### config.mk
export PLATFORM = sky130hd
export DESIGN_NAME = eth_tgen
export DESIGN_NICKNAME = d
export VERILOG_FILES = /design/src/rtl/eth_tgen_pkg.sv /design/src/rtl/eth_tgen_lenseq.sv /design/src/rtl/eth_tgen_crc.sv /design/src/rtl/eth_tgen_fsm.sv /design/src/rtl/eth_tgen_bytemux.sv /design/src/rtl/eth_tgen.sv
export SDC_FILE = /design/constraint.sdc
export NUM_CORES = 1
export LEC_CHECK = 0
export ABC_AREA = 1
export BUFFER_PORTS_ARGS = -buffer_cell sky130_fd_sc_hd__buf_4
export CORE_ASPECT_RATIO = 2
export CORE_MARGIN = 4
export CORE_UTILIZATION = 60
export DETAILED_ROUTE_END_ITERATION = 7
export GPL_ROUTABILITY_DRIVEN = 1
export MAX_ROUTING_LAYER = met4
export PLACE_DENSITY_LB_ADDON = 0.3
export SYNTH_ARGS = -nofsm -noshare
export SYNTH_HDL_FRONTEND = slang
export SYNTH_SLANG_ARGS = --single-unit
### constraint.sdc
create_clock -name clk -period 7.6 [get_ports clk]
set_input_delay 2.28 -clock clk [delete_from_list [all_inputs] [get_ports clk]]
set_output_delay 2.28 -clock clk [all_outputs]
set_load 0.03 [all_outputs]
### src/rtl/eth_tgen_pkg.sv
package eth_tgen_pkg;

   typedef enum logic [2:0] {
      ST_IDLE,
      ST_GAP,
      ST_PRE,
      ST_HDR,
      ST_PAY,
      ST_PAD,
      ST_FCS
   } tg_state_t;

   localparam int          MIN_BODY   = 60;
   localparam int          PRE_LAST   = 7;
   localparam int          FCS_LAST   = 3;
   localparam logic [7:0]  PRE_BYTE   = 8'h55;
   localparam logic [7:0]  SFD_BYTE   = 8'hD5;
   localparam logic [15:0] VLAN_TPID  = 16'h8100;
   localparam logic [31:0] CRC_POLY   = 32'hEDB88320;

endpackage

### src/rtl/eth_tgen_lenseq.sv
module eth_tgen_lenseq #(
   parameter int LEN_W = 11
) (
   input  logic             clk,
   input  logic             rst_n,
   input  logic             load,
   input  logic             adv,
   input  logic [LEN_W-1:0] first,
   input  logic [LEN_W-1:0] step,
   input  logic [LEN_W-1:0] lmax,
   output logic [LEN_W-1:0] len
);

   logic [LEN_W-1:0] len_q;
   logic [LEN_W-1:0] step_q;
   logic [LEN_W-1:0] max_q;
   logic [LEN_W:0]   sum;

   assign sum = {1'b0, len_q} + {1'b0, step_q};

   always_ff @(posedge clk) begin
      if (!rst_n) begin
         len_q  <= '0;
         step_q <= '0;
         max_q  <= '0;
      end else if (load) begin
         len_q  <= first;
         step_q <= step;
         max_q  <= lmax;
      end else if (adv) begin
         if (sum > {1'b0, max_q})
            len_q <= '0;
         else
            len_q <= sum[LEN_W-1:0];
      end
   end

   assign len = len_q;

endmodule

### src/rtl/eth_tgen_crc.sv
module eth_tgen_crc
   import eth_tgen_pkg::*;
(
   input  logic        clk,
   input  logic        rst_n,
   input  logic        init,
   input  logic        en,
   input  logic [7:0]  din,
   output logic [31:0] crc
);

   logic [31:0] crc_q;
   logic [31:0] stage [0:8];

   assign stage[0] = crc_q;

   for (genvar b = 0; b < 8; b++) begin : g_bit
      assign stage[b+1] = (stage[b][0] ^ din[b]) ? ((stage[b] >> 1) ^ CRC_POLY)
                                                 : (stage[b] >> 1);
   end

   always_ff @(posedge clk) begin
      if (!rst_n)
         crc_q <= '1;
      else if (init)
         crc_q <= '1;
      else if (en)
         crc_q <= stage[8];
   end

   assign crc = crc_q;

endmodule

### src/rtl/eth_tgen_fsm.sv
module eth_tgen_fsm
   import eth_tgen_pkg::*;
#(
   parameter int CNT_W = 16,
   parameter int LEN_W = 11,
   parameter int GAP_W = 8
) (
   input  logic             clk,
   input  logic             rst_n,
   input  logic             start,
   input  logic [CNT_W-1:0] cfg_count,
   input  logic [GAP_W-1:0] cfg_gap,
   input  logic             cfg_pad_en,
   input  logic             cfg_vlan_en,
   input  logic             pause_en,
   input  logic             pause,
   input  logic [LEN_W-1:0] cur_len,
   output tg_state_t        state_o,
   output logic [LEN_W-1:0] idx_o,
   output logic             vlan_o,
   output logic             busy_o,
   output logic             len_load_o,
   output logic             len_adv_o,
   output logic             crc_init_o
);

   localparam int               BODY_W   = 7;
   localparam logic [BODY_W-1:0] BODY_MIN = BODY_W'(MIN_BODY);
   localparam logic [LEN_W-1:0]  IDX_PRE  = LEN_W'(PRE_LAST);
   localparam logic [LEN_W-1:0]  IDX_FCS  = LEN_W'(FCS_LAST);
   localparam logic [LEN_W-1:0]  HDR_PLAIN = LEN_W'(13);
   localparam logic [LEN_W-1:0]  HDR_TAGGED = LEN_W'(17);

   tg_state_t         state_q;
   logic [LEN_W-1:0]  idx_q;
   logic [CNT_W-1:0]  rem_q;
   logic [GAP_W-1:0]  gap_q;
   logic [GAP_W-1:0]  gcnt_q;
   logic              pad_q;
   logic              vlan_q;
   logic [BODY_W-1:0] body_q;

   logic [BODY_W-1:0] body_sat;
   logic              pad_more;
   logic [GAP_W:0]    gnext;
   logic              gap_hit;
   logic              halt;
   logic [LEN_W-1:0]  hdr_last;
   logic [LEN_W-1:0]  idx_inc;
   logic              launch;

   assign body_sat = (body_q == '1) ? body_q : body_q + 1'b1;
   assign pad_more = pad_q && (body_sat < BODY_MIN);
   assign gnext    = {1'b0, gcnt_q} + {{GAP_W{1'b0}}, 1'b1};
   assign gap_hit  = gnext >= {1'b0, gap_q};
   assign halt     = pause_en && pause;
   assign hdr_last = vlan_q ? HDR_TAGGED : HDR_PLAIN;
   assign idx_inc  = idx_q + 1'b1;
   assign launch   = (state_q == ST_IDLE) && start && (cfg_count != '0);

   always_ff @(posedge clk) begin
      if (!rst_n) begin
         state_q <= ST_IDLE;
         idx_q   <= '0;
         rem_q   <= '0;
         gap_q   <= '0;
         gcnt_q  <= '0;
         pad_q   <= 1'b0;
         vlan_q  <= 1'b0;
         body_q  <= '0;
      end else begin
         case (state_q)
            ST_IDLE: begin
               if (launch) begin
                  rem_q   <= cfg_count;
                  gap_q   <= cfg_gap;
                  gcnt_q  <= cfg_gap;
                  pad_q   <= cfg_pad_en;
                  vlan_q  <= cfg_vlan_en;
                  state_q <= ST_GAP;
               end
            end
            ST_GAP: begin
               if (gap_hit && !halt) begin
                  state_q <= ST_PRE;
                  idx_q   <= '0;
               end else if (!gap_hit) begin
                  gcnt_q  <= gnext[GAP_W-1:0];
               end
            end
            ST_PRE: begin
               body_q <= '0;
               if (idx_q == IDX_PRE) begin
                  state_q <= ST_HDR;
                  idx_q   <= '0;
               end else begin
                  idx_q   <= idx_inc;
               end
            end
            ST_HDR: begin
               body_q <= body_sat;
               if (idx_q == hdr_last) begin
                  idx_q <= '0;
                  if (cur_len != '0)
                     state_q <= ST_PAY;
                  else if (pad_more)
                     state_q <= ST_PAD;
                  else
                     state_q <= ST_FCS;
               end else begin
                  idx_q <= idx_inc;
               end
            end
            ST_PAY: begin
               body_q <= body_sat;
               if (idx_q == cur_len - 1'b1) begin
                  idx_q   <= '0;
                  state_q <= pad_more ? ST_PAD : ST_FCS;
               end else begin
                  idx_q   <= idx_inc;
               end
            end
            ST_PAD: begin
               body_q <= body_sat;
               if (!pad_more) begin
                  idx_q   <= '0;
                  state_q <= ST_FCS;
               end
            end
            ST_FCS: begin
               if (idx_q == IDX_FCS) begin
                  idx_q <= '0;
                  if (rem_q == {{(CNT_W-1){1'b0}}, 1'b1}) begin
                     state_q <= ST_IDLE;
                  end else begin
                     rem_q   <= rem_q - 1'b1;
                     gcnt_q  <= '0;
                     state_q <= ST_GAP;
                  end
               end else begin
                  idx_q <= idx_inc;
               end
            end
            default: state_q <= ST_IDLE;
         endcase
      end
   end

   assign state_o    = state_q;
   assign idx_o      = idx_q;
   assign vlan_o     = vlan_q;
   assign busy_o     = state_q != ST_IDLE;
   assign len_load_o = launch;
   assign len_adv_o  = (state_q == ST_FCS) && (idx_q == IDX_FCS);
   assign crc_init_o = state_q == ST_PRE;

endmodule

### src/rtl/eth_tgen_bytemux.sv
module eth_tgen_bytemux
   import eth_tgen_pkg::*;
#(
   parameter int          LEN_W    = 11,
   parameter logic [47:0] DST_ADDR = 48'h02_11_22_33_44_55,
   parameter logic [47:0] SRC_ADDR = 48'h02_66_77_88_99_AA,
   parameter logic [15:0] TAG_CTRL = 16'h2064
) (
   input  tg_state_t        state,
   input  logic [LEN_W-1:0] idx,
   input  logic [LEN_W-1:0] len,
   input  logic             vlan,
   input  logic [31:0]      crc,
   output logic [7:0]       data,
   output logic             valid,
   output logic             crc_en
);

   localparam int HDR_BYTES = 18;

   logic [15:0]            type_fld;
   logic [HDR_BYTES*8-1:0] hdr_vec;
   logic [4:0]             hsel;
   logic [31:0]            fcs;

   assign type_fld = 16'(len);
   assign hdr_vec  = vlan ? {DST_ADDR, SRC_ADDR, VLAN_TPID, TAG_CTRL, type_fld}
                          : {DST_ADDR, SRC_ADDR, type_fld, 32'h0};
   assign hsel     = idx[4:0];
   assign fcs      = ~crc;

   always_comb begin
      data  = 8'h00;
      valid = 1'b1;
      case (state)
         ST_PRE: data = (idx == LEN_W'(PRE_LAST)) ? SFD_BYTE : PRE_BYTE;
         ST_HDR: data = hdr_vec[(HDR_BYTES - 1 - int'(hsel)) * 8 +: 8];
         ST_PAY: data = idx[7:0];
         ST_PAD: data = 8'h00;
         ST_FCS: data = fcs[int'(idx[1:0]) * 8 +: 8];
         default: valid = 1'b0;
      endcase
   end

   assign crc_en = (state == ST_HDR) || (state == ST_PAY) || (state == ST_PAD);

endmodule

### src/rtl/eth_tgen.sv
module eth_tgen
   import eth_tgen_pkg::*;
#(
   parameter int          CNT_W    = 16,
   parameter int          LEN_W    = 11,
   parameter int          GAP_W    = 8,
   parameter logic [47:0] DST_ADDR = 48'h02_11_22_33_44_55,
   parameter logic [47:0] SRC_ADDR = 48'h02_66_77_88_99_AA,
   parameter logic [15:0] TAG_CTRL = 16'h2064
) (
   input  logic             clk,
   input  logic             rst_n,
   input  logic             start,
   input  logic [CNT_W-1:0] cfg_count,
   input  logic [LEN_W-1:0] cfg_len_first,
   input  logic [LEN_W-1:0] cfg_len_step,
   input  logic [LEN_W-1:0] cfg_len_max,
   input  logic [GAP_W-1:0] cfg_gap,
   input  logic             cfg_pad_en,
   input  logic             cfg_vlan_en,
   input  logic             pause_en,
   input  logic             pause,
   output logic [7:0]       tx_data,
   output logic             tx_valid,
   output logic             busy
);

   if (LEN_W < 6 || LEN_W > 16) begin : g_bad_len
      $error("eth_tgen: LEN_W must lie in 6..16");
   end
   if (CNT_W < 1 || CNT_W > 32) begin : g_bad_cnt
      $error("eth_tgen: CNT_W must lie in 1..32");
   end
   if (GAP_W < 1 || GAP_W > 16) begin : g_bad_gap
      $error("eth_tgen: GAP_W must lie in 1..16");
   end

   tg_state_t        state;
   logic [LEN_W-1:0] idx;
   logic [LEN_W-1:0] cur_len;
   logic             vlan;
   logic             len_load;
   logic             len_adv;
   logic             crc_init;
   logic             crc_en;
   logic [31:0]      crc;

   eth_tgen_fsm #(
      .CNT_W (CNT_W),
      .LEN_W (LEN_W),
      .GAP_W (GAP_W)
   ) u_fsm (
      .clk         (clk),
      .rst_n       (rst_n),
      .start       (start),
      .cfg_count   (cfg_count),
      .cfg_gap     (cfg_gap),
      .cfg_pad_en  (cfg_pad_en),
      .cfg_vlan_en (cfg_vlan_en),
      .pause_en    (pause_en),
      .pause       (pause),
      .cur_len     (cur_len),
      .state_o     (state),
      .idx_o       (idx),
      .vlan_o      (vlan),
      .busy_o      (busy),
      .len_load_o  (len_load),
      .len_adv_o   (len_adv),
      .crc_init_o  (crc_init)
   );

   eth_tgen_lenseq #(
      .LEN_W (LEN_W)
   ) u_len (
      .clk   (clk),
      .rst_n (rst_n),
      .load  (len_load),
      .adv   (len_adv),
      .first (cfg_len_first),
      .step  (cfg_len_step),
      .lmax  (cfg_len_max),
      .len   (cur_len)
   );

   eth_tgen_bytemux #(
      .LEN_W    (LEN_W),
      .DST_ADDR (DST_ADDR),
      .SRC_ADDR (SRC_ADDR),
      .TAG_CTRL (TAG_CTRL)
   ) u_mux (
      .state  (state),
      .idx    (idx),
      .len    (cur_len),
      .vlan   (vlan),
      .crc    (crc),
      .data   (tx_data),
      .valid  (tx_valid),
      .crc_en (crc_en)
   );

   eth_tgen_crc u_crc (
      .clk   (clk),
      .rst_n (rst_n),
      .init  (crc_init),
      .en    (crc_en),
      .din   (tx_data),
      .crc   (crc)
   );

endmodule

* Yosys cells after proc, flatten, opt, wreduce, memory -nomap -nowiden *
Cells that the tools add are included.

word-level totals
  register bits = 120
  output and inout bits = 10
  word-level logic and storage cells = 136

cells by class
  add/sub/neg operators = 7
  order comparisons = 3
  equal/unequal tests = 22
  shifts and indexed selects = 2
  multiplexer cells = 46
  bitwise logic cells = 18
  reduce and logical (&&, ||, !) cells = 26

operators with widths
  cell                                                                   count
  32-bit two-way mux                                                     8
  144-bit by 32-bit indexed part select with 8-bit output                1
  13-bit inverter with 14-bit output                                     8
  11-bit two-way mux                                                     9
  11-bit case mux with 6 select lines                                    1
  16-bit two-way mux                                                     3
  48-bit two-way mux                                                     1
  8-bit two-way mux                                                      6
  32-bit inverter                                                        1
  16-bit case mux with 2 select lines                                    1
  8-bit case mux with 4 select lines                                     1
  32-bit by 6-bit indexed part select with 8-bit output                  1
  3-bit two-way mux                                                      8
  8-bit case mux with 3 select lines                                     1
  11-bit == test                                                         2
  3-bit case mux with 7 select lines                                     1
  16-bit by 1-bit == test with 1-bit output (second input constant)      1
  16-bit nonzero test                                                    1
  16-bit by 1-bit subtractor with 16-bit output (second input constant)  1
  7-bit case mux with 2 select lines                                     1
  11-bit by 11-bit adder with 12-bit output                              1
  12-bit by 11-bit > comparator with 1-bit output                        1
  11-bit by 1-bit adder with 11-bit output (second input constant)       1
  11-bit by 2-bit == test with 1-bit output (second input constant)      1
  other kinds (35)                                                       63

* Longest topological paths before layout *
  depth in word-level cells = 19
  depth in mapped cells = 24
  gate-level depth less buffers = 23

* Modules after synthesis *
Synthesis repeated with hierarchy kept, for this count alone.

second synthesis, totals
  cells, all modules = 1586
  area total of the unflattened synthesis = 9933.3 µm²

by module, submodules not included
  module            instances  cells each  area an instance (µm²)  sequential area each (µm²)
  eth_tgen_fsm      1          658         4062.6                  1101.1
  eth_tgen_crc      1          397         2605.0                  640.6
  eth_tgen_lenseq   1          307         2175.8                  660.6
  eth_tgen_bytemux  1          224         1089.8                  0.0

* Worst setup path after synthesis *
Ideal clock, no wire load.

  kind = flip-flop to output port
  start point = reg u_fsm.idx_q[1] (netlist: u_fsm.idx_o[1])
  end point = out tx_data[1]
  arrival time = 1.876 ns
  data required time = 5.320 ns
  slack = 3.444 ns
  stages on the path, launching flop included = 13
  path buffers = 1
  cell sequence = dfxtp_1 > inv_2 > clkbuf_8 > ha_1 > inv_1 > nor2_4 > nand2_1 > inv_2 > nand2_1 > nand3_1 > nand2_1 > nand2_2 > nand2_2

between the ends
  word-level cells in the longest chain between the ends = 3

ends and longest elaborated chain
  element                                                  RTL line                source
  start: declaration                                       eth_tgen_fsm.sv:35      logic [LEN_W-1:0] idx_q;
  start signal: assignment                                 eth_tgen_fsm.sv:97      idx_q <= idx_inc;
  start signal: assignment                                 eth_tgen_fsm.sv:111     idx_q <= idx_inc;
  start signal: assignment                                 eth_tgen_fsm.sv:120     idx_q <= idx_inc;
  5-bit by 5-bit subtractor with 6-bit output              eth_tgen_bytemux.sv:37  ST_HDR: data = hdr_vec[(HDR_BYTES - 1 - int'(hsel)) * 8 +: 8];
  144-bit by 32-bit indexed part select with 8-bit output  eth_tgen_bytemux.sv:37
  8-bit case mux with 4 select lines *                     eth_tgen_bytemux.sv:35  case (state)
  end: declaration                                         eth_tgen.sv:23          output logic [7:0] tx_data,

Every way passes the cells marked *; elsewhere a longest branch is shown, timed or not.

* Worst setup path in the final report *
  start point = in cfg_count[1]
  end point = reg u_fsm.rem_q[7]

between the ends
  word-level cells in the longest chain between the ends = 4

ends and longest elaborated chain
  element                        RTL line             source
  start: declaration             eth_tgen.sv:14       input logic [CNT_W-1:0] cfg_count,
  16-bit nonzero test            eth_tgen_fsm.sv:59   assign launch = (state_q == ST_IDLE) && start && (cfg_count != '0);
  1-bit logical AND              eth_tgen_fsm.sv:59
  2-bit != test (no line)        n/a
  4-bit AND reduction (no line)  n/a
  end signal: assignment         eth_tgen_fsm.sv:75   rem_q <= cfg_count;
  end signal: assignment         eth_tgen_fsm.sv:136  rem_q <= rem_q - 1'b1;
  end: declaration               eth_tgen_fsm.sv:36   logic [CNT_W-1:0] rem_q;

No other way between the ends.
A chain may end at the register's enable or synchronous reset.

==> qor.csv <==
metric;value;unit
cell mode on critical path;o21ai_0;
Chip Height;182;um
Port Buffers;73;
power share of the clock group;17.7;%
CP max stage delay;0.88;ns
Final nets;1507;
sw power;2.33;mW
die footprint;17300;um^2
Fill cells;1373;
Critical Path RT;7.96;ns
via count;9309;
switching share of power;51.1;%
post-CTS sizing;0;
Mapped Nets;1465;
worst min-delay path category;reg -> reg;
CP Cell Sequence;buf_4, nor4_1, nand4_1, nand3_2, clkinv_1, o21ai_1, inv_1, o21ai_0, o21ai_0, a21oi_1;
Gate Count Post-Synth;1360;
post-synthesis async set-or-reset flop share;0;%
io pins;74;
clock-pin transition on the worst setup and hold timing paths;0.06;ns
Netlist cell types;61;
relative slew slack;32.0;%
Logic pwr share;60.2;%
Int Power;2.23;mW
Worst Setup Start Kind;input pin;
post-synthesis simple-gate area fraction;31.3;%
static leakage power;4.64;nW
WL/cell;16.4;um
critical path's top delay family;compound AO/OA/AOI/OAI gates;
final WL;26.4;mm
Post-Syn Area;9080;um^2
initial DRC count;458;
num rows;63;
fmax;193;MHz
Total GRT Usage;32.6;%
Crit Path Category;in -> reg;
RSZ-0062 raised after global routing;false;
Final ANT Viol Nets;0;
number of global-route vias before repair;9234;
critical path's slowest cell;o21ai_1;
Setup crit end kind;flop;
Post-CTS Setup Inserts;0;
hold slack;0.462;ns
number of enable flip-flop cells after synthesis;0;
Final TNS setup;0;ns
final core utilization;68.6;%
core area;14800;um^2
Worst Skew;0.0116;ns
Hold Buf Count CTS;0;
fin. max-slew vios;0;
crit-path max FO;26;
Inserted Clock Buffers;17;
Root Buffer;clkbuf_16;
vias per cell;5.78;
setup violators final;0;
residual DRC count;0;
Clock Tree Buf Depth;2;
Final Wtd Congestion;0.997;
Die X;95.0;um
pwr dens;449;nW/um^2
Max VDD drop;0.000233;V
sequential-to-total area share from yosys stat;26.5;%
number of diodes;0;
Tmin final;5.19;ns
CTS H-tree depth;4;
largest net degree at the start of global routing;67;
Syn Area/Cell;6.68;um^2
TritonCTS clock tree;done;
fraction of layout instances using a drive strength above 1;14.7;%
total of max-cap violations;0;
clock latency at the later pin of the worst-skew pair;0.44;ns
antenna violations before repair;0;
clk sinks;120;
number of iterations in the first detailed-routing pass;6;
grt ovf;0;
Critical Path AT;5.54;ns
Tcrit/Tclk final;68.2;%
Flop pwr share;22.1;%
Synth top area share;26.5;%
main combinational cell family by area after synthesis;simple AND/OR/NAND/NOR gates;
Bufs and invs on worst path;3;
starting density of the core;61.3;%
XOR/XNOR Fraction of Synth Area;7.36;%
yosys warns;0;
adder-cell area share of the yosys netlist;5.73;%
outcome;finished clean;
post-synthesis compound-gate area fraction;19.3;%
post-synthesis register bit count;120;
hpwl dp;19.9;mm
multiplexer share of the synthesized area;0;%
Tightest Pin Transition;1.02;ns
largest cells by area after synthesis;dfxtp_1, nand2_1, a21oi_1;
area delta synth->final;11.9;%
first-pass GRT wire length;43.2;mm
leading area contributor after synthesis;dfxtp_1;
count of final hold-check violations;0;
Post-synth top flop;dfxtp_1;
[routing by layer]
metal,track usage (%),share of wire (%),vias to the layer above
met2,57.4,53,333
met1,29.5,34,4243
met3,6.55,4.6,150
met5,-,0,-
met4,25.1,8.6,0
li1,-,-,4583
[stage by stage]
| step | cell area [um^2] | power, mW | cells | setup slack [ns] |
|---|---|---|---|---|
| finish | 10200 | 4.56 | 1610 | 2.41 |
| global placement | 9580 | 3.63 | 1578 | 2.13 |
| CTS | 10200 | 4.52 | 1610 | 2.48 |
| detailed placement | 9580 | 3.69 | 1578 | 2.03 |
| floorplan | 9080 | 3.10 | 1360 | 3.44 |
| global route | 10200 | 4.92 | 1610 | 2.14 |
[final timing paths]
| check | startpoint | endpoint | slack [ns] | cells after the start |
|---|---|---|---|---|
| worst min register to register | u_len.max_q[5]$_SDFFE_PN0P_ | u_len.max_q[5]$_SDFFE_PN0P_ | 0.46 | 2 |
| worst max register to register | u_len.len[1]$_SDFFE_PN0P_ | u_len.len[0]$_SDFFE_PN0P_ | 3.91 | 15 |
| worst max-delay path | cfg_count[1] | u_fsm.rem_q[7]$_SDFFE_PN0P_ | 2.41 | 10 |
| worst min-delay path | u_len.max_q[5]$_SDFFE_PN0P_ | u_len.max_q[5]$_SDFFE_PN0P_ | 0.46 | 2 |
[final cells by class]
cell class,count,area (um^2),area share (%)
clock buffers,21,460,4.53
clock inverters,11,123,1.21
inverters,149,567,5.58
multi-input cells,1037,5790,57.0
flip-flops and latches,120,2400,23.6
well taps,195,244,2.40
repair buffers,77,578,5.69
[logic make-up after synthesis]
| group | Yosys count |
|---|---|
| XOR/XNOR | 69 |
| buffers and inverters | 203 |
| AO/OA/AOI/OAI | 316 |
| flip-flops | 120 |
| AND/OR/NAND/NOR | 611 |
| adder cells (fa/ha/maj) | 41 |
[placed cells by master (no fill, tap or decap), drive strengths merged, types with 2 or more instances in the layout]
cell type	count
nand2	351
inv	149
o21ai	130
nor2	121
dfxtp	120
a21oi	120
nand3	93
buf	77
xor2	50
ha	40
a31oi	21
clkbuf	21
xnor2	19
nand4	18
o211ai	18
nor3	9
nor4	6
a211oi	6
or2	6
clkinv	5
clkinvlp	4
nand3b	4
o21a	3
o221ai	3
o22ai	3
o21bai	2
and3	2
o31ai	2
a221oi	2
a21boi	2
o41ai	2
bufinv	2
[synth_stat cells (5+ instances only)]
| library cell | count |
|---|---|
| a31oi_1 | 21 |
| xnor2_1 | 18 |
| buf_6 | 5 |
| a211oi_1 | 5 |
| nand4_1 | 18 |
| clkbuf_1 | 35 |
| nand2_1 | 299 |
| xor2_2 | 6 |
| nand2_4 | 14 |
| ha_1 | 40 |
| inv_1 | 133 |
| o21ai_0 | 112 |
| a21oi_1 | 119 |
| nor2_2 | 8 |
| inv_2 | 13 |
| dfxtp_1 | 120 |
| o211ai_1 | 16 |
| nor3_1 | 8 |
| xor2_1 | 44 |
| o21ai_1 | 17 |
| nand2_2 | 37 |
| nand3_1 | 88 |
| nor4_1 | 6 |
| nor2_1 | 108 |
[state kept, by name, indices dropped and copies added, names as in the netlist]
| register | cells |
|---|---|
| u_fsm.idx_o | 11 |
| u_crc.crc | 32 |
| u_fsm.pad_q | 1 |
| u_fsm.rem_q | 16 |
| u_fsm.gcnt_q | 8 |
| u_len.step_q | 11 |
| u_fsm.gap_q | 8 |
| u_len.len | 11 |
| u_fsm.body_q | 7 |
| u_len.max_q | 11 |
| u_fsm.vlan_o | 1 |
| u_fsm.state_o | 3 |
[power by group through the flow]
stage / registers (mW) / logic, mW / clock network (mW)
after CTS: 0.999 / 2.71 / 0.811
after floorplan: 0.957 / 2.14 / 0
after global routing: 1.02 / 3.06 / 0.841
after global placement: 1.00 / 2.63 / 0
after detailed placement: 1.01 / 2.68 / 0
final: 1.01 / 2.75 / 0.808
[worst register-to-register path: cells and delay by family, from the launching register on]
family	cells	cell delay (ns)
AO/OA/AOI/OAI	4	0.72
flip-flops	1	0.41
buffers and inverters	2	0.21
XOR/XNOR	1	0.13
adder cells (fa/ha/maj)	2	0.77
AND/OR/NAND/NOR	6	1.39
Note: power is estimated with default switching activity, not from simulation.
